## config.mk

```make
export PLATFORM = sky130hd
export DESIGN_NAME = lcd_line_sequencer
export DESIGN_NICKNAME = d
export VERILOG_FILES = /design/src/rtl/lcd_seq_pkg.sv /design/src/rtl/lcd_dot_timer.sv /design/src/rtl/lcd_mode_decode.sv /design/src/rtl/lcd_status_regs.sv /design/src/rtl/lcd_line_sequencer.sv
export SDC_FILE = /design/constraint.sdc
export NUM_CORES = 1
export LEC_CHECK = 0
export BUFFER_PORTS_ARGS = -buffer_cell sky130_fd_sc_hd__buf_2
export CELL_PAD_IN_SITES_DETAIL_PLACEMENT = 0
export CELL_PAD_IN_SITES_GLOBAL_PLACEMENT = 1
export CORE_ASPECT_RATIO = 0.75
export CORE_MARGIN = 10
export CORE_UTILIZATION = 25
export DETAILED_ROUTE_END_ITERATION = 16
export PLACE_DENSITY_LB_ADDON = 0.1
export SLEW_MARGIN = 0
export SYNTH_ARGS = -nofsm -noshare
export SYNTH_HDL_FRONTEND = slang
export SYNTH_SLANG_ARGS = --single-unit
```

## constraint.sdc

```tcl
create_clock -name clk -period 4.3 [get_ports clk]
set_input_delay 1.29 -clock clk [delete_from_list [all_inputs] [get_ports clk]]
set_output_delay 1.29 -clock clk [all_outputs]
set_load 0.005 [all_outputs]
```

## src/rtl/lcd_seq_pkg.sv

```systemverilog
package lcd_seq_pkg;

    localparam int LINE_W = 8;
    localparam int REG_W  = 8;

    typedef enum logic [1:0] {
        MODE_HBLANK  = 2'd0,
        MODE_VBLANK  = 2'd1,
        MODE_OBJSCAN = 2'd2,
        MODE_DRAW    = 2'd3
    } lcd_mode_e;

    typedef enum logic [1:0] {
        SEL_STATUS = 2'd0,
        SEL_LINE   = 2'd1,
        SEL_CMP    = 2'd2,
        SEL_NONE   = 2'd3
    } reg_sel_e;

    // Stored upper status bits, MSB first: bit7..bit3
    typedef struct packed {
        logic spare;
        logic en_cmp;
        logic en_obj;
        logic en_vbl;
        logic en_hbl;
    } stat_cfg_t;

    function automatic logic [REG_W-1:0] pack_status(stat_cfg_t cfg, logic match,
                                                     lcd_mode_e m);
        return {cfg, match, m};
    endfunction

endpackage

```

## src/rtl/lcd_dot_timer.sv

```systemverilog
module lcd_dot_timer
    import lcd_seq_pkg::*;
#(
    parameter int DOTS_PER_LINE = 456,
    parameter int TOTAL_LINES   = 154,
    localparam int DOT_W = $clog2(DOTS_PER_LINE)
)(
    input  logic              clk,
    input  logic              rst,
    input  logic              en,
    output logic [DOT_W-1:0]  dot,
    output logic [LINE_W-1:0] line
);
    localparam logic [DOT_W-1:0]  LAST_DOT  = DOT_W'(DOTS_PER_LINE - 1);
    localparam logic [LINE_W-1:0] LAST_LINE = LINE_W'(TOTAL_LINES - 1);

    always_ff @(posedge clk) begin
        if (rst || !en) begin
            dot  <= '0;
            line <= '0;
        end else if (dot == LAST_DOT) begin
            dot  <= '0;
            line <= (line == LAST_LINE) ? '0 : line + 1'b1;
        end else begin
            dot <= dot + 1'b1;
        end
    end


    dot_range_chk: assert property (@(posedge clk) disable iff (rst)
        dot <= LAST_DOT);

    line_step_chk: assert property (@(posedge clk) disable iff (rst)
        (en && dot == LAST_DOT && line != LAST_LINE) |=> (line == $past(line) + 1'b1));

    hold_off_chk: assert property (@(posedge clk) disable iff (rst)
        !en |=> (dot == '0 && line == '0));

endmodule

```

## src/rtl/lcd_mode_decode.sv

```systemverilog
module lcd_mode_decode
    import lcd_seq_pkg::*;
#(
    parameter int DOTS_PER_LINE = 456,
    parameter int OBJ_DOTS      = 80,
    parameter int DRAW_DOTS     = 172,
    parameter int VIS_LINES     = 144,
    localparam int DOT_W = $clog2(DOTS_PER_LINE)
)(
    input  logic              clk,
    input  logic              rst,
    input  logic              en,
    input  logic [DOT_W-1:0]  dot,
    input  logic [LINE_W-1:0] line,
    output lcd_mode_e         mode,
    output logic              vram_lock,
    output logic              oam_lock,
    output logic              vblank_pulse
);
    localparam logic [DOT_W-1:0]  DRAW_START = DOT_W'(OBJ_DOTS);
    localparam logic [DOT_W-1:0]  HBL_START  = DOT_W'(OBJ_DOTS + DRAW_DOTS);
    localparam logic [LINE_W-1:0] VBL_LINE   = LINE_W'(VIS_LINES);

    always_comb begin
        if (!en)                  mode = MODE_HBLANK;
        else if (line >= VBL_LINE) mode = MODE_VBLANK;
        else if (dot < DRAW_START) mode = MODE_OBJSCAN;
        else if (dot < HBL_START)  mode = MODE_DRAW;
        else                       mode = MODE_HBLANK;
    end

    assign oam_lock     = (mode == MODE_OBJSCAN) || (mode == MODE_DRAW);
    assign vram_lock    = (mode == MODE_DRAW);
    assign vblank_pulse = en && (line == VBL_LINE) && (dot == '0);


    lock_nest_chk: assert property (@(posedge clk) disable iff (rst)
        vram_lock |-> oam_lock);

    vbl_mode_chk: assert property (@(posedge clk) disable iff (rst)
        (mode == MODE_VBLANK) |-> (line >= VBL_LINE));

    vbl_pulse_chk: assert property (@(posedge clk) disable iff (rst)
        vblank_pulse |=> !vblank_pulse);

endmodule

```

## src/rtl/lcd_status_regs.sv

```systemverilog
module lcd_status_regs
    import lcd_seq_pkg::*;
(
    input  logic              clk,
    input  logic              rst,
    input  logic              en,
    input  lcd_mode_e         mode,
    input  logic [LINE_W-1:0] line,
    input  logic [1:0]        reg_addr,
    input  logic              reg_we,
    input  logic [REG_W-1:0]  reg_wdata,
    output logic [REG_W-1:0]  reg_rdata,
    output logic              coinc,
    output logic              stat_irq
);
    stat_cfg_t         cfg;
    logic [LINE_W-1:0] cmp;
    logic              cond, cond_q;

    always_ff @(posedge clk) begin
        if (rst) begin
            cfg <= '0;
            cmp <= '0;
        end else if (reg_we) begin
            case (reg_sel_e'(reg_addr))
                SEL_STATUS: cfg <= stat_cfg_t'(reg_wdata[REG_W-1:3]);
                SEL_CMP:    cmp <= reg_wdata;
                default:    ;
            endcase
        end
    end

    assign coinc = (line == cmp);

    always_comb begin
        case (reg_sel_e'(reg_addr))
            SEL_STATUS: reg_rdata = pack_status(cfg, coinc, mode);
            SEL_LINE:   reg_rdata = line;
            SEL_CMP:    reg_rdata = cmp;
            default:    reg_rdata = '0;
        endcase
    end

    assign cond = en && ((cfg.en_hbl && mode == MODE_HBLANK)  ||
                         (cfg.en_vbl && mode == MODE_VBLANK)  ||
                         (cfg.en_obj && mode == MODE_OBJSCAN) ||
                         (cfg.en_cmp && coinc));

    always_ff @(posedge clk) begin
        if (rst) cond_q <= 1'b0;
        else     cond_q <= cond;
    end

    assign stat_irq = cond && !cond_q;


    irq_single_chk: assert property (@(posedge clk) disable iff (rst)
        stat_irq |=> !stat_irq);

    irq_off_chk: assert property (@(posedge clk) disable iff (rst)
        !en |-> !stat_irq);

endmodule

```

## src/rtl/lcd_line_sequencer.sv

```systemverilog
module lcd_line_sequencer
    import lcd_seq_pkg::*;
#(
    parameter int DOTS_PER_LINE = 456,
    parameter int OBJ_DOTS      = 80,
    parameter int DRAW_DOTS     = 172,
    parameter int VIS_LINES     = 144,
    parameter int TOTAL_LINES   = 154
)(
    input  logic        clk,
    input  logic        rst,
    input  logic        lcd_en,
    input  logic [1:0]  reg_addr,
    input  logic        reg_we,
    input  logic [7:0]  reg_wdata,
    output logic [7:0]  reg_rdata,
    output logic [1:0]  mode,
    output logic [7:0]  line,
    output logic        coinc,
    output logic        stat_irq,
    output logic        vblank_pulse,
    output logic        vram_lock,
    output logic        oam_lock
);
    localparam int DOT_W = $clog2(DOTS_PER_LINE);

    logic [DOT_W-1:0]  dot;
    logic [LINE_W-1:0] line_q;
    lcd_mode_e         mode_e;

    lcd_dot_timer #(
        .DOTS_PER_LINE(DOTS_PER_LINE),
        .TOTAL_LINES  (TOTAL_LINES)
    ) u_timer (
        .clk (clk),
        .rst (rst),
        .en  (lcd_en),
        .dot (dot),
        .line(line_q)
    );

    lcd_mode_decode #(
        .DOTS_PER_LINE(DOTS_PER_LINE),
        .OBJ_DOTS     (OBJ_DOTS),
        .DRAW_DOTS    (DRAW_DOTS),
        .VIS_LINES    (VIS_LINES)
    ) u_decode (
        .clk         (clk),
        .rst         (rst),
        .en          (lcd_en),
        .dot         (dot),
        .line        (line_q),
        .mode        (mode_e),
        .vram_lock   (vram_lock),
        .oam_lock    (oam_lock),
        .vblank_pulse(vblank_pulse)
    );

    lcd_status_regs u_regs (
        .clk      (clk),
        .rst      (rst),
        .en       (lcd_en),
        .mode     (mode_e),
        .line     (line_q),
        .reg_addr (reg_addr),
        .reg_we   (reg_we),
        .reg_wdata(reg_wdata),
        .reg_rdata(reg_rdata),
        .coinc    (coinc),
        .stat_irq (stat_irq)
    );

    assign mode = mode_e;
    assign line = line_q;

endmodule

```

=== Word level (Yosys, flattened, before mapping) ===
Cells that the tools add are included.

* Register bits: 31
* Bits of input ports: 14
* Output and inout bits: 23
* Word-level logic and storage cells: 50

* Add/subtract/negate cells: 2
* Magnitude comparators: 3
* Equality and inequality tests: 9
* Mux-type cells: 6
* Reduce and logical (&&, ||, !) cells: 21

{| class="wikitable"
|+ Operator list
! kind !! number
|-
| 8-bit one-hot mux with 3 select lines || 1
|-
| 8-bit equality test, second input constant || 2
|-
| 9-bit by 1-bit adder with 9-bit output, second input constant || 1
|-
| 9-bit equality test, second input constant || 1
|-
| 9-bit zero test || 1
|-
| 9-bit by 7-bit < comparator with 1-bit output, second input constant || 1
|-
| 9-bit by 8-bit < comparator with 1-bit output, second input constant || 1
|-
| 8-bit by 1-bit adder with 8-bit output, second input constant || 1
|-
| 8-bit equality test || 1
|-
| 8-bit greater-or-equal comparator, second input constant || 1
|-
| 1-bit logical AND || 8
|-
| 2-bit 2-to-1 mux || 4
|-
| 8-bit 2-to-1 mux || 1
|-
| 2-bit equality test, second input constant || 3
|-
| 1-bit logical OR || 5
|-
| 2-bit by 1-bit equality test with 1-bit output, second input constant || 2
|-
| 2-bit zero test || 2
|-
| 2-bit AND reduction || 2
|-
| 1-bit zero test || 2
|-
| 2-bit OR reduction || 1
|}

=== Depth between registers and ports, before layout ===
* Word-level depth: 12
* Depth in mapped cells: 7
* Gate-level depth less buffers: 6

=== By module ===
A second synthesis with hierarchy kept.

* Cell total of the unflattened synthesis: 198
* Area, all modules: 1,695.4 µm²

{| class="wikitable"
|+ By module, submodules not included
! module !! instances !! cells an instance !! area each (µm²) !! seq. area each (µm²)
|-
| lcd_status_regs || 1 || 93 || 814.5 || 280.3
|-
| lcd_dot_timer || 1 || 87 || 765.7 || 340.3
|-
| lcd_mode_decode || 1 || 18 || 115.1 || 0.0
|}

=== Worst setup path before layout ===
Ideal clock, no wire load.

* Path type: input to output
* Start point: input port reg_addr[1]
* End point: output port reg_rdata[0]
* Arrival: 2.259 ns
* Data required time: 3.010 ns
* Setup slack: 0.751 ns
* Cell stages on the path: 6
* Buffers on the path: 2
* Cell sequence: buf_2 inv_1 nor2_1 clkbuf_1 nand2_1 o21ai_1

* Cells in the longest elaborated chain, start to end: 2
* Elaborated cells between the ends (all ways): 4
* Classes of those cells: eq/ne (2); mux (1); reduce/logical (1)

{| class="wikitable"
|+ Ends and longest elaborated chain
! element !! RTL line !! RTL
|-
| from (decl) || lcd_line_sequencer.sv:13 || <nowiki>input logic [1:0] reg_addr,</nowiki>
|-
| 2-bit equality test, or another cell as far along || lcd_status_regs.sv:36 || <nowiki>case (reg_sel_e'(reg_addr))</nowiki>
|-
| 8-bit one-hot mux with 3 select lines (*) || lcd_status_regs.sv:36 ||
|-
| to (decl) || lcd_line_sequencer.sv:16 || <nowiki>output logic [7:0] reg_rdata,</nowiki>
|}

Every way passes the cells marked *; elsewhere a longest branch is shown, timed or not.

=== Final worst setup path ===
* Start point: input port lcd_en
* End point: output port stat_irq

* Cells in the longest elaborated chain, start to end: 8
* Elaborated cells between the ends (all ways): 12
* Classes of those cells: eq/ne (2); mux (1); reduce/logical (9)

{| class="wikitable"
|+ Ends and longest elaborated chain
! element !! RTL line !! RTL
|-
| from (decl) || lcd_line_sequencer.sv:12 || <nowiki>input logic lcd_en,</nowiki>
|-
| 2-bit 2-to-1 mux || lcd_mode_decode.sv:25 || <nowiki>if (!en) mode = MODE_HBLANK;</nowiki>
|-
| 2-bit by 1-bit equality test with 1-bit output or 2-bit zero test (tied branches) || lcd_status_regs.sv:45, lcd_status_regs.sv:44 ||
|-
| 1-bit logical AND, on equally long branches || lcd_status_regs.sv:45, lcd_status_regs.sv:44 ||
|-
| 1-bit logical OR || lcd_status_regs.sv:44 || <nowiki>assign cond = en && ((cfg.en_hbl && mode == MODE_HBLANK) ||</nowiki>
|-
| 1-bit logical OR || lcd_status_regs.sv:45 || <nowiki>(cfg.en_vbl && mode == MODE_VBLANK) ||</nowiki>
|-
| 1-bit logical OR || lcd_status_regs.sv:46 || <nowiki>(cfg.en_obj && mode == MODE_OBJSCAN) ||</nowiki>
|-
| 1-bit logical AND (*) || lcd_status_regs.sv:44 ||
|-
| 1-bit logical AND (*) || lcd_status_regs.sv:54 || <nowiki>assign stat_irq = cond && !cond_q;</nowiki>
|-
| to (decl) || lcd_line_sequencer.sv:20 || <nowiki>output logic stat_irq,</nowiki>
|}

Marked as above.

==> impl_metrics.csv <==
group,metric,value,unit
grt,grt-ovfl-total,0,
floorplanning,die_w,115.4,microns
flow_run,cap_violations,0,
cells_and_area,fill_cells,716,
floorplanning,core,6475,sq um
cells_and_area,antennaDiodeCount,0,
timing,slew_headroom,0.5962,
pwr,ir_worst_vdd,80.98,uV
clock_network,cts_resized,0,
routing,wl_per_cell,16.04,microns
floorplanning,rows,25,
setup_path,cp-start-kind,"input port",
timing,rsz0062_at_grt,"no",
cells_and_area,area_growth,18.86,%
setup_path,worstSetupEndpointType,"output pin",
cells_and_area,fin_nets,261,
placement,hpwl,4062,microns
floorplanning,start_util,0.2634,
yosys,synthArstFlopShare,0,
routing,vias,1560,
cells_and_area,instances_no_fill,324,
clock_network,cts_root_buf,"clkbuf_8",
routing,dr.pass1.iters,4,
routing,drt_iter0_markers,83,
setup_path,critPathRequiredTime,3.01,ns
floorplanning,die_y,91.53,microns
clock_network,max-clock-path-buffers,2,
pwr,p_clk_frac,0.395,
grt,grt_max_degree,16,
routing,antenna_left,0,
yosys,yosysTopAreaCell,"dfxtp_1",
timing,hold_violations,0,
clock_network,cts_tree,"built",
placement,place_inst,316,
cells_and_area,drive_gt1_frac,0.1975,
yosys,netlist_instances,209,
routing,drc_errors,0,
clock_network,postCtsHoldBufs,0,
pwr,p_comb_frac,0.093,
yosys,yosys-top-cells-area,"dfxtp_1 36%, xor2_1 7.7%, mux2i_1 7.0%, nand3_1 5.3%, nand2_1 5.3%",
pwr,switching_share,0.2624,
yosys,ys_warn_count,0,
yosys,synth_fp_nets,228,
yosys,ys.flop_type,"dfxtp_1",
cells_and_area,final_core_util,0.3130,
setup_path,path_class,"in2out",
clock_network,cts.sinks,31,
timing,max_freq,0.2610,GHz
placement,io_buffers,36,
cells_and_area,postLayoutCellArea,2027,sq um
yosys,synth_most_common_cell,"dfxtp_1",
pwr,p_leak,0.8682,nW
yosys,synth-edff-count,0,
grt,grt_pass1_wl,8590,microns
grt,antenna_found_initial,0,
setup_path,arrival,2.54,ns
floorplanning,io_pins,37,
timing,setup-tns-final,0,ns
routing,wl,5198,microns
timing,fin_skew,0.005111,ns
pwr,p_total,0.5798,mW
status,status,"finished, final reports clean",
placement,place.gp.congestion,0.7224,
setup_path,r2r_setup_slack,2.46,ns
clock_network,clkLatencyLatePin,0.28,ns
yosys,avgSynthCellArea,8.160,sq um
yosys,yosysTopAreaCellShare,0.3639,
yosys,syn-cell-area,1705,sq um
timing,worst_pin_slew,0.6030,ns
yosys,synth_seq_cells,31,
clock_network,cts_setup_buffers,0,
clock_network,cts_buffers,5,
pwr,p_switching,0.1522,mW
yosys,seq_area_frac_synth,0.3639,
grt,grt_pass1_vias,1597,
floorplanning,die_area,10560,sq um
setup_path,cp_max_fo,6,
clock_network,cts.reportedPaths.clkPinSlew,0.07,ns
routing,via_per_inst,4.815,
yosys,synth_common_cells,"31 x dfxtp_1, 24 x nand2_1, 22 x nor2_1",
pwr,power_density,286.1,nW/um^2
yosys,synth_cell_types,35,
clock_network,htree_levels,2,
pwr,pwr-share-seq,0.511,
grt,groute.usage.overall,0.1030,
timing,setup_violations,0,
placement,place_area,1946,sq um
timing,fin_crit_sh,0.8911,
min_path,hold_class,"reg2reg",
pwr,intPower,0.4277,mW
timing,drv_slew,0,
timing,finalCriticalPeriod,3.832,ns
## final timing paths
kind | start | cells past startpoint | end
max | lcd_en | 7 | stat_irq
min | u_timer.dot[0] | 1 | u_timer.dot[0]
max reg2reg | u_timer.dot[0] | 6 | u_timer.line[7]
min reg2reg | u_timer.dot[0] | 1 | u_timer.dot[0]
## through the flow
stage               hold WS (ns)  setup WS [ns]
floorplan                 0.4258         0.7505
global placement          0.4446         0.5098
detailed placement        0.4536         0.4491
CTS                       0.4652         0.4505
global route              0.4978         0.3860
finish                    0.4612         0.4682
## placed cells by master, fill, tap and decap left out, types with 2 or more instances in the layout
cell type,synthesis,layout
buf_2,3,36
dfxtp_1,31,31
nand2_1,24,24
nor2_1,22,22
nand3_1,18,18
xor2_1,15,15
mux2i_1,12,12
a21oi_1,11,11
inv_1,8,8
o21ai_0,8,8
and3_1,7,7
xnor2_1,6,6
ha_1,5,5
clkbuf_8,0,5
nor3_1,4,4
nor4_1,3,3
nand4_1,3,3
nand2b_1,2,2
o21ai_1,2,2
nor2b_1,2,2
clkbuf_1,8,2
buf_4,0,2
## critical path, stage by stage
cell and delay, ns:
buf_2 0.13, nand2b_1 0.13, a211oi_4 0.31, mux2i_1 0.25, o221ai_2 0.13, and3b_1 0.17, buf_2 0.12
## power by group through the flow
stage | registers (mW) | logic [mW] | clock network [mW]
3_3_place_gp | 0.303 | 0.0561 | 0
4_1_cts | 0.297 | 0.0556 | 0.239
2_1_floorplan | 0.302 | 0.0316 | 0
5_1_grt | 0.297 | 0.0621 | 0.248
6_report | 0.297 | 0.0540 | 0.229
3_5_place_dp | 0.303 | 0.0551 | 0
## final cells by class
cell class	count	area (sq um)	share of cell area
clock inverter	1	5.005	0.002469
timing repair buffer	38	195.2	0.09630
inverter	8	30.03	0.01481
multi-input combinational	158	998.5	0.4926
tap	81	101.3	0.05000
sequential	31	620.6	0.3062
clock buffer	7	76.32	0.03765
## state kept, by name (all words and copies together), names as in the netlist
register       flops
u_timer.dot        9
u_regs.cond_q      1
u_regs.cfg         5
u_timer.line       8
u_regs.cmp         8
## per-layer routing
layer	global-route usage	wire length, microns
met5	0	0
met3	0.03419	351
met1	0.1359	2569
met2	0.1541	2252
met4	0.03053	25
## logic make-up after synthesis
kind of cell	Yosys count	synth area share
buffers and inverters	20	0.05062
adders and majority gates	5	0.03668
xor gates and xnor gates	21	0.1079
AOI/OAI and AO/OA	28	0.1064
muxes	12	0.07044
DFF	31	0.3639
and+or+nand+nor	92	0.2641
Note: power is estimated with default switching activity, not from simulation.
